<file path="config.mk">
export PLATFORM = sky130hd
export DESIGN_NAME = pll_div_search
export DESIGN_NICKNAME = d
export VERILOG_FILES = /design/src/rtl/pll_div_search_pkg.sv /design/src/rtl/pll_freq_clamp.sv /design/src/rtl/pll_pair_eval.sv /design/src/rtl/pll_div_search.sv
export SDC_FILE = /design/constraint.sdc
export NUM_CORES = 2
export LEC_CHECK = 0
export BUFFER_PORTS_ARGS = -buffer_cell sky130_fd_sc_hd__buf_2
export CAP_MARGIN = 20
export CORE_MARGIN = 1.5
export CORE_UTILIZATION = 45
export DETAILED_ROUTE_END_ITERATION = 6
export GPL_TIMING_DRIVEN = 0
export PLACE_DENSITY = 0.56
export SYNTH_ARGS = -nofsm -noshare
export SYNTH_HDL_FRONTEND = slang
export SYNTH_HIERARCHICAL = 1
export SYNTH_SLANG_ARGS = --single-unit
</file>
<file path="constraint.sdc">
create_clock -name clk -period 30 [get_ports clk]
set_clock_uncertainty 0.05 [all_clocks]
set_input_delay 3 -clock clk [delete_from_list [all_inputs] [get_ports clk]]
set_output_delay 3 -clock clk [all_outputs]
set_load 0.01 [all_outputs]
</file>
<file path="src/rtl/pll_div_search_pkg.sv">
package pll_div_search_pkg;
  typedef logic [63:0] wide_t;
  localparam int unsigned BYTE_W = 8;
endpackage

</file>
<file path="src/rtl/pll_freq_clamp.sv">
module pll_freq_clamp
  import pll_div_search_pkg::*;
#(
  parameter int unsigned TW          = 19,
  parameter int unsigned RW          = 26,
  parameter int unsigned FRAC        = 20,
  parameter wide_t       INV         = 64'd76791298,
  parameter int unsigned VCO_MIN_KHZ = 100000,
  parameter int unsigned VCO_MAX_KHZ = 250000,
  parameter int unsigned N2_MAX      = 3
) (
  input  logic [TW-1:0] target,
  output logic [RW-1:0] ratio,
  output logic          was_clamped
);
  localparam logic [TW-1:0] F_LO = TW'(VCO_MIN_KHZ >> N2_MAX);
  localparam logic [TW-1:0] F_HI = TW'(VCO_MAX_KHZ);

  logic [TW-1:0] f_use;
  wide_t         scaled;

  always_comb begin
    was_clamped = 1'b0;
    f_use       = target;
    if (target < F_LO) begin
      f_use       = F_LO;
      was_clamped = 1'b1;
    end else if (target > F_HI) begin
      f_use       = F_HI;
      was_clamped = 1'b1;
    end
    scaled = (64'(f_use) * INV) >> FRAC;
    ratio  = scaled[RW-1:0];
  end
endmodule

</file>
<file path="src/rtl/pll_pair_eval.sv">
module pll_pair_eval
  import pll_div_search_pkg::*;
#(
  parameter int unsigned RW   = 26,
  parameter int unsigned FRAC = 20,
  parameter int unsigned N1W  = 6,
  parameter int unsigned N2W  = 2,
  parameter int unsigned MW   = 8,
  parameter int unsigned M_LO = 3,
  parameter int unsigned M_HI = 129,
  parameter wide_t       RMIN = 64'd0,
  parameter wide_t       RMAX = 64'd0
) (
  input  logic [RW-1:0]  ratio,
  input  logic [N1W-1:0] n1,
  input  logic [N2W-1:0] n2,
  output logic           ok,
  output logic [MW-1:0]  m_eff,
  output logic [RW-1:0]  err,
  output logic [RW-1:0]  den
);
  wide_t prod, m_full, mq, diff, d_full;
  logic  in_m, in_vco;

  always_comb begin
    prod   = (64'(ratio) * 64'(n1)) << n2;
    m_full = (prod + (64'd1 << (FRAC - 1))) >> FRAC;
    mq     = m_full << FRAC;
    in_m   = (m_full >= 64'(M_LO)) && (m_full <= 64'(M_HI));
    in_vco = (mq >= 64'(n1) * RMIN) && (mq <= 64'(n1) * RMAX);
    ok     = in_m && in_vco;
    m_eff  = m_full[MW-1:0];
    diff   = (prod >= mq) ? (prod - mq) : (mq - prod);
    err    = diff[RW-1:0];
    d_full = 64'(n1) << n2;
    den    = d_full[RW-1:0];
  end
endmodule

</file>
<file path="src/rtl/pll_div_search.sv">
module pll_div_search
  import pll_div_search_pkg::*;
#(
  parameter int unsigned TW          = 19,
  parameter int unsigned FRAC        = 20,
  parameter int unsigned INVW        = 27,
  parameter wide_t       INV         = 64'd76791298,
  parameter int unsigned VCO_MIN_KHZ = 100000,
  parameter int unsigned VCO_MAX_KHZ = 250000,
  parameter int unsigned N2_MAX      = 3,
  parameter int unsigned N1_MIN_ST   = 1,
  parameter int unsigned N1_MAX_ST   = 31,
  parameter int unsigned M_MIN_ST    = 1,
  parameter int unsigned M_MAX_ST    = 127,
  parameter int unsigned DEF_M       = 127,
  parameter int unsigned DEF_N1      = 18,
  parameter int unsigned DEF_N2      = 2
) (
  input  logic                clk,
  input  logic                rst_n,
  input  logic                start,
  input  logic [TW-1:0]       target_khz,
  output logic                busy,
  output logic                done,
  output logic                clamped,
  output logic [BYTE_W-1:0]   m_byte,
  output logic [BYTE_W-1:0]   n_byte
);
  localparam int unsigned RW    = TW + INVW - FRAC;
  localparam int unsigned N1W   = $clog2(N1_MAX_ST + 3);
  localparam int unsigned N2W   = (N2_MAX > 0) ? $clog2(N2_MAX + 1) : 1;
  localparam int unsigned MW    = $clog2(M_MAX_ST + 3);
  localparam logic [N1W-1:0] N1_LO = N1W'(N1_MIN_ST + 2);
  localparam logic [N1W-1:0] N1_HI = N1W'(N1_MAX_ST + 2);
  localparam logic [N2W-1:0] N2_HI = N2W'(N2_MAX);
  localparam wide_t RMIN = (64'(VCO_MIN_KHZ) * INV) >> FRAC;
  localparam wide_t RMAX = (64'(VCO_MAX_KHZ) * INV) >> FRAC;

  logic [RW-1:0]  ratio_c, ratio_q;
  logic           clamp_c;
  logic [N1W-1:0] n1_q;
  logic [N2W-1:0] n2_q;
  logic           cand_ok;
  logic [MW-1:0]  cand_m;
  logic [RW-1:0]  cand_err, cand_den;
  logic [RW-1:0]  best_err, best_den;
  logic [MW-1:0]  best_m;
  logic [N1W-1:0] best_n1;
  logic [N2W-1:0] best_n2;
  logic           better;

  pll_freq_clamp #(
    .TW(TW), .RW(RW), .FRAC(FRAC), .INV(INV),
    .VCO_MIN_KHZ(VCO_MIN_KHZ), .VCO_MAX_KHZ(VCO_MAX_KHZ), .N2_MAX(N2_MAX)
  ) u_clamp (
    .target(target_khz), .ratio(ratio_c), .was_clamped(clamp_c)
  );

  pll_pair_eval #(
    .RW(RW), .FRAC(FRAC), .N1W(N1W), .N2W(N2W), .MW(MW),
    .M_LO(M_MIN_ST + 2), .M_HI(M_MAX_ST + 2), .RMIN(RMIN), .RMAX(RMAX)
  ) u_eval (
    .ratio(ratio_q), .n1(n1_q), .n2(n2_q), .ok(cand_ok),
    .m_eff(cand_m), .err(cand_err), .den(cand_den)
  );

  // strictly smaller error, compared as exact fractions
  assign better = cand_ok &&
                  ((64'(cand_err) * 64'(best_den)) < (64'(best_err) * 64'(cand_den)));

  always_ff @(posedge clk or negedge rst_n) begin
    if (!rst_n) begin
      busy     <= 1'b0;
      done     <= 1'b0;
      clamped  <= 1'b0;
      ratio_q  <= '0;
      n1_q     <= N1_LO;
      n2_q     <= '0;
      best_err <= '0;
      best_den <= RW'(1);
      best_m   <= MW'(DEF_M);
      best_n1  <= N1W'(DEF_N1);
      best_n2  <= N2W'(DEF_N2);
    end else begin
      done <= 1'b0;
      if (!busy) begin
        if (start) begin
          busy     <= 1'b1;
          clamped  <= clamp_c;
          ratio_q  <= ratio_c;
          n1_q     <= N1_LO;
          n2_q     <= '0;
          best_err <= ratio_c;
          best_den <= RW'(1);
          best_m   <= MW'(DEF_M);
          best_n1  <= N1W'(DEF_N1);
          best_n2  <= N2W'(DEF_N2);
        end
      end else begin
        if (better) begin
          best_err <= cand_err;
          best_den <= cand_den;
          best_m   <= cand_m;
          best_n1  <= n1_q;
          best_n2  <= n2_q;
        end
        if (n1_q == N1_HI) begin
          n1_q <= N1_LO;
          if (n2_q == N2_HI) begin
            busy <= 1'b0;
            done <= 1'b1;
          end else begin
            n2_q <= n2_q + 1'b1;
          end
        end else begin
          n1_q <= n1_q + 1'b1;
        end
      end
    end
  end

  logic [BYTE_W-1:0] n1_field, n2_field;
  assign m_byte   = BYTE_W'(best_m - MW'(2));
  assign n1_field = BYTE_W'(best_n1 - N1W'(2));

  generate
    if (N1_MAX_ST == 63) begin : g_wide_n1
      assign n2_field = BYTE_W'(best_n2) << 6;
    end else begin : g_narrow_n1
      assign n2_field = BYTE_W'(best_n2) << 5;
    end
  endgenerate

  assign n_byte = n1_field | n2_field;
endmodule

</file>
* After elaboration in Yosys (flattened, before gate mapping)
Index checks and enable logic that the tools add are counted.
Storage, ports and cells: logic and storage cells 83, memories kept 0, bits in latches 0, bits in read-only memories 0, register bits 105, bits in writable memories 0, input bits 22
Cells by class: $mul 6, shifts and indexed selects 2, $add $sub $neg 7, muxes and demuxes 34, bitwise operators 2, equality and inequality tests 5, magnitude comparators 8, div/mod/pow operators 0, reduce and logical (&&, ||, !) cells 8
Operators by type and width (count):
- $mux W26 | 7
- $mul A26 B26 Y52 | 2
- $add A64 B20 Y64 const B | 1
- $ge A64 B29 Y1 | 1
- $ge A64 B64 Y1 | 1
- $le A64 B31 Y1 | 1
- $shl A32 B2 Y64 | 1
- $lt A52 B52 Y1 | 1
- $sub A26 B26 Y26 | 2
- $mul A19 B26 Y45 const B | 1
- $ge A44 B2 Y1 const B | 1
- $le A44 B8 Y1 const B | 1
- $mux W19 | 2
- $mux W6 | 6
- $mul A26 B6 Y32 | 1
- $mul A6 B22 Y28 const B | 1
- $mul A6 B21 Y27 const B | 1
- $shl A6 B2 Y26 | 1
- $mux W8 | 3
- $gt A19 B18 Y1 const B | 1
- $lt A19 B14 Y1 const B | 1
- $mux W2 | 7
- $mux W1 | 9
- $or A8 B7 Y8 | 1
- other kinds (13) | 18

* Logic depth before layout (Yosys ltp)
depth in word-level cells 10, mapped depth 71, depth with buffers taken out 63

* Hierarchy
Netlist, hierarchy kept.
Modules (own cells, without submodules):
- pll_div_search | instances 1, seq. area each 2643.8 sq um, cells an instance 5651, area an instance 49874.1 sq um
- pll_pair_eval | instances 1, seq. area each 0.0 sq um, cells an instance 1585, area an instance 12213.0 sq um
- pll_freq_clamp | instances 1, seq. area each 0.0 sq um, cells an instance 732, area an instance 6792.8 sq um

* Least setup slack after synthesis
OpenSTA, ideal clock, no wires.
kind register to register, start register n1_q[0], end register best_n1[2], data required time 29855 ps, period minus slack after synthesis 16349 ps, stages on the path, launching flop included 68, setup slack 13651 ps, data arrival time 16203 ps, buffers on the path 8, library setup time 95 ps, cell sequence dfstp_2 -> clkbuf_1 -> clkbuf_1 -> and2_1 -> fa_1 -> fa_1 -> inv_1 -> fa_1 -> inv_1 -> ha_1 -> buf_2 -> or3_1 -> a31o_2 -> nand4b_1 -> nand3b_1 -> xor2_1 -> mux2i_1 -> o21ai_1 -> [... 32 more ...] -> a211o_1 -> o22a_1 -> o31a_1 -> a41oi_1 -> o21ai_1 -> a21oi_1 -> xnor2_1 -> ha_1 -> a21o_1 -> a21o_1 -> a2111oi_0 -> o21ai_0 -> or3_1 -> o21ai_2 -> buf_2 -> buf_2 -> nand2_1 -> o31ai_1
On the way: word-level cells in the longest chain between the ends 10, elaborated cells on any way between the ends 23
RTL lines:
- from (decl) | line pll_div_search.sv:41 | logic [N1W-1:0] n1_q;
- from (signal assigned) | line pll_div_search.sv:116 | n1_q <= n1_q + 1'b1;
- $mul A26 B6 Y32 (*) | line pll_pair_eval.sv:26 | prod = (64'(ratio) * 64'(n1)) << n2;
- $shl A32 B2 Y64 (*) | line pll_pair_eval.sv:26
- $add A64 B20 Y64 | line pll_pair_eval.sv:27 | m_full = (prod + (64'd1 << (FRAC - 1))) >> FRAC;
- $ge A64 B64 Y1 | line pll_pair_eval.sv:33 | diff = (prod >= mq) ? (prod - mq) : (mq - prod);
- $mux W26 (*) | line pll_pair_eval.sv:33
- via cand_err[17] | line pll_div_search.sv:45 | logic [RW-1:0] cand_err, cand_den;
- $mul A26 B26 Y52 (*) | line pll_div_search.sv:69 | ((64'(cand_err) * 64'(best_den)) < (64'(best_err) * 64'(cand_den)));
- $lt A52 B52 Y1 (*) | line pll_div_search.sv:69
- $logic_and A1 B1 Y1 (*) | line pll_div_search.sv:68 | assign better = cand_ok &&
- $ne A2 B1 Y1 (no source line) (*)
- $reduce_and A2 Y1 (no source line) (*)
- to (signal assigned) | line pll_div_search.sv:82 | best_n1 <= N1W'(DEF_N1);
- to (signal assigned) | line pll_div_search.sv:96 | best_n1 <= N1W'(DEF_N1);
- to (signal assigned) | line pll_div_search.sv:104 | best_n1 <= n1_q;
- to (decl) | line pll_div_search.sv:48 | logic [N1W-1:0] best_n1;
Mark *: on every way through the listed nets, which the timed path passes. The rest lies on a longest branch. A chain may end at the register's enable or synchronous reset.

* Worst setup path after layout
start register n1_q[0], end register best_err[17]
On the way: word-level cells in the longest chain between the ends 10, elaborated cells on any way between the ends 25
RTL lines:
- $mul A26 B6 Y32 (*) | line pll_pair_eval.sv:26
- $shl A32 B2 Y64 (*) | line pll_pair_eval.sv:26
- $add A64 B20 Y64 | line pll_pair_eval.sv:27
- $ge A64 B64 Y1 | line pll_pair_eval.sv:33
- $mux W26 (*) | line pll_pair_eval.sv:33
- via cand_err[16] | line pll_div_search.sv:45
- $mul A26 B26 Y52 (*) | line pll_div_search.sv:69
- $lt A52 B52 Y1 (*) | line pll_div_search.sv:69
- $logic_and A1 B1 Y1 (*) | line pll_div_search.sv:68
- $ne A2 B1 Y1 (no source line) (*)
- $reduce_and A2 Y1 (no source line) (*)
- to (signal assigned) | line pll_div_search.sv:93 | best_err <= ratio_c;
- to (signal assigned) | line pll_div_search.sv:101 | best_err <= cand_err;
- to (decl) | line pll_div_search.sv:46 | logic [RW-1:0] best_err, best_den;
Mark *: on every way through the listed nets, which the timed path passes. The rest lies on a longest branch. The select of a mux whose other input is x is not followed.

==> summary.txt <==
Run status
  – Status: finished clean

Route
  – DR WL/cell: 23.3 microns
  – DRT Pass-1 Iters: 6
  – Wirelength, routed: around 240,000 microns
  – DRC: 0
  – Via count: 55,500
  – DRT iter0 DRCs: 4,222
  – Vias per cell: 5.48
  – Antenna-violating nets left: 0

Timing
  – Post-route setup slack: between 8000 and 9000 ps
  – Setup violators final: 0
  – Crit share post-route: 0.729
  – Highest clock rate: 0.0457 GHz
  – Hold WS: 441 ps
  – Slew Limit Fails: 0
  – RSZ-0062 raised after global routing: false
  – Least-Margin Pin Slew: ~1200 ps
  – Fin. Hold Viols: 0
  – Setup_tns: 0 ps
  – Tmin final: 21,860 ps
  – Slew headroom: 0.169

Logic synthesis
  – Post-synthesis adder-cell area fraction: 0.544
  – Synth Instances: 7,968
  – Cell type with the largest total area after synthesis: fa_1
  – Async set-or-reset flop fraction in the synthesized netlist: 1.00
  – Most frequent cells after synthesis: inv_1, fa_1, nand2_1, and2_1, ha_1
  – Synth Area in XOR/XNOR: 0.0273
  – Post-synthesis average cell area: 8.64 sq um
  – Synth Flop Type: dfrtp_1
  – Simple logic cell fraction of the synthesized area: 0.179
  – Synth area leaders: fa_1, ha_1, inv_1
  – Yosys top cell area share: 0.412
  – Post-synthesis mux area share: 0.00797
  – Yosys cell types: 105
  – #FFs+latches synth: about 110
  – Largest family of logic cells by synthesized area: adder cells
  – Post-synthesis compound-gate area fraction: 0.0849
  – Seq/Total Area, Yosys: 0.0384
  – Post-synth EDFFs: 0
  – Total number of yosys warnings: 6
  – Cell area after synthesis: 0.0689 sq mm
  – Top-count cell post-synth: inv_1

Clock tree
  – Clk root buf: clkbuf_16
  – CTS tree: done
  – # resized after CTS: 0
  – H-tree levels: 3
  – Total CTS buffers: 9
  – Post-CTS Setup Inserts: 0
  – CTS max path bufs: 2
  – Clock latency on the worst-skew pair: about 400 ps
  – Worst-path clk slew: 90 ps
  – Hold buffer count at cts: 0
  – Sink Count: 105

Critical path
  – CP max stage delay: approximately 940 ps
  – Max FO, Critical Path: 15
  – Worst r2r src: n1_q[0]$_DFFE_PN1P_
  – CP max stage cell: clkbuf_1
  – R2r endpoint: best_err[17]$_DFFE_PN0P_
  – Worst R2R Setup Slack: 8140 ps
  – CP Class: reg -> reg
  – Arrival @ worst endpoint: 22,140 ps
  – Critical Path RT: 30,280 ps
  – Reg2Reg Depth: 66
  – Crit start category: flop
  – CP dominant cell by count: fa_1
  – Worst setup EP type: flop

Layout
  – Fillers: 15,100
  – Nets: 10,200
  – Finished Cell Area: 0.0725 sq mm
  – Share of cells above drive strength 1: 0.0279
  – P&R area growth vs syn: 5.27%

Die
  – Total die area: about 0.16 sq mm
  – Die X: 394 microns
  – Die span in y: 394 microns
  – Core area: ~0.15 sq mm
  – Initial core utilization: 0.453
  – Cell row count: 143
  – Number of I/O pins: 41

Placed design
  – Placed instance area: 0.0722 sq mm
  – Gpl congestion: 0.970
  – DP Wirelength: approximately 200,000 microns
  – Post-Place Worst Slack: a little under 9000 ps
  – IO Port Bufs: 40

Worst hold path
  – HP Class: reg -> reg
  – Hold EP: clamped$_DFFE_PN0P_
  – WHS Path Cells: 2
  – Min-Delay Startpoint: clamped$_DFFE_PN0P_

GRT
  – GRT Overall Usage: 0.308
  – M3 GR Usage: 0.0474
  – GRT met1 Usage: 0.423
  – Initial antenna violation count: 28
  – Vias in the first global route: 57,700
  – GR Overflow Total: 0
  – First-pass GRT wire length: between 300,000 and 400,000 microns
  – Routing usage on met2: 0.495
  – Largest net degree at the start of global routing: slightly above 60
  – GR peak layer: met2

Flow run
  – Max_cap viols: 0
through the flow:
step                      std cells  utilization
after global placement        10100        0.472
after global routing          10100        0.477
after CTS                     10100        0.477
after detailed placement      10100        0.475
after floorplan                7989            -
final                         10100        0.477
sequential cells by signal, summed over array words and instances (netlist names):
| name | count |
|---|---|
| best_n2 | 2 |
| best_err | 26 |
| best_m | 8 |
| n2_q | 2 |
| n1_q | 6 |
| best_den | 26 |
| done | 1 |
| best_n1 | 6 |
| ratio_q | 26 |
| busy | 1 |
| clamped | 1 |
final cells by class:
| cell class | instances | area, sq um | area share |
|---|---|---|---|
| diodes | 9 | 22.5 | 0.000311 |
| well taps | 2030 | 2540 | 0.0350 |
| flip-flops and latches | 105 | 2640 | 0.0365 |
| multi-input cells | 5751 | 58300 | 0.804 |
| clock inverters | 7 | 81.3 | 0.00112 |
| plain buffers | 382 | 1550 | 0.0214 |
| clock buffers | 9 | 225 | 0.00311 |
| inverters | 1751 | 6570 | 0.0906 |
| repair buffers | 71 | 606 | 0.00835 |
kinds of logic (layout without fill, tap and decap cells):
family	Yosys count	after routing
AOI/OAI and AO/OA	863	863
DFF	105	105
muxes	44	44
adders and majority gates	2144	2144
and+or+nand+nor	2461	2461
xor gates and xnor gates	215	215
buffers and inverters	2133	2220
other	3	33
routing by layer:
metal / part of all wire / wire, microns
met5: 0.000055 / 13
met4: 0.039 / 9290
met3: 0.078 / 18300
met2: 0.46 / 108000
met1: 0.42 / 99600
how the worst max path moves through the flow:
stage | end | cells past startpoint | slack, ps | startpoint
CTS | best_m[5]$_DFFE_PN1P_ | 69 | 8600 | n1_q[0]$_DFFE_PN1P_
finish | best_err[17]$_DFFE_PN0P_ | 66 | 8140 | n1_q[0]$_DFFE_PN1P_
detailed placement | best_n1[5]$_DFFE_PN0P_ | 67 | 8700 | n1_q[0]$_DFFE_PN1P_
global placement | best_err[18]$_DFFE_PN0P_ | 66 | 7310 | n1_q[0]$_DFFE_PN1P_
floorplan | best_n1[2]$_DFFE_PN0P_ | 67 | 13650 | n1_q[0]$_DFFE_PN1P_
global route | best_m[5]$_DFFE_PN1P_ | 65 | 7410 | n1_q[0]$_DFFE_PN1P_
cells in the final DEF, fill, tap and decap left out, types with 12 or more instances in the layout:
master,n
mux2i_1,29
o22ai_1,13
o21ai_0,169
xor2_1,89
buf_4,32
fa_1,1418
clkbuf_1,330
a31oi_1,33
a2111oi_0,12
ha_1,724
dfrtp_1,92
o21bai_1,28
nor2_1,180
nand3_1,96
nand2_1,1027
a211o_1,38
or3_1,16
nand4_1,51
nor2b_1,33
nand2b_1,30
dfstp_2,13
a21oi_1,208
buf_2,54
and3_1,41
a211oi_1,28
a21o_1,124
o211ai_1,37
nor4_1,12
and2_1,850
conb_1,24
nor3_1,43
or2_2,22
inv_1,1750
o21a_1,28
o221ai_1,12
buf_1,14
xnor2_1,117
critical path: cells and delay by family (launching register included):
| kind | cells | cell delay [ps] |
|---|---|---|
| muxes | 1 | 160 |
| buffers and inverters | 18 | 4380 |
| adders and majority gates | 14 | 6380 |
| xor gates and xnor gates | 3 | 690 |
| AOI/OAI and AO/OA | 13 | 5510 |
| DFF | 1 | 810 |
| and+or+nand+nor | 17 | 3740 |
Power is left out: the tool's default activity adds up to more than one toggle a clock period on the data nets, which glitch-free logic cannot reach.
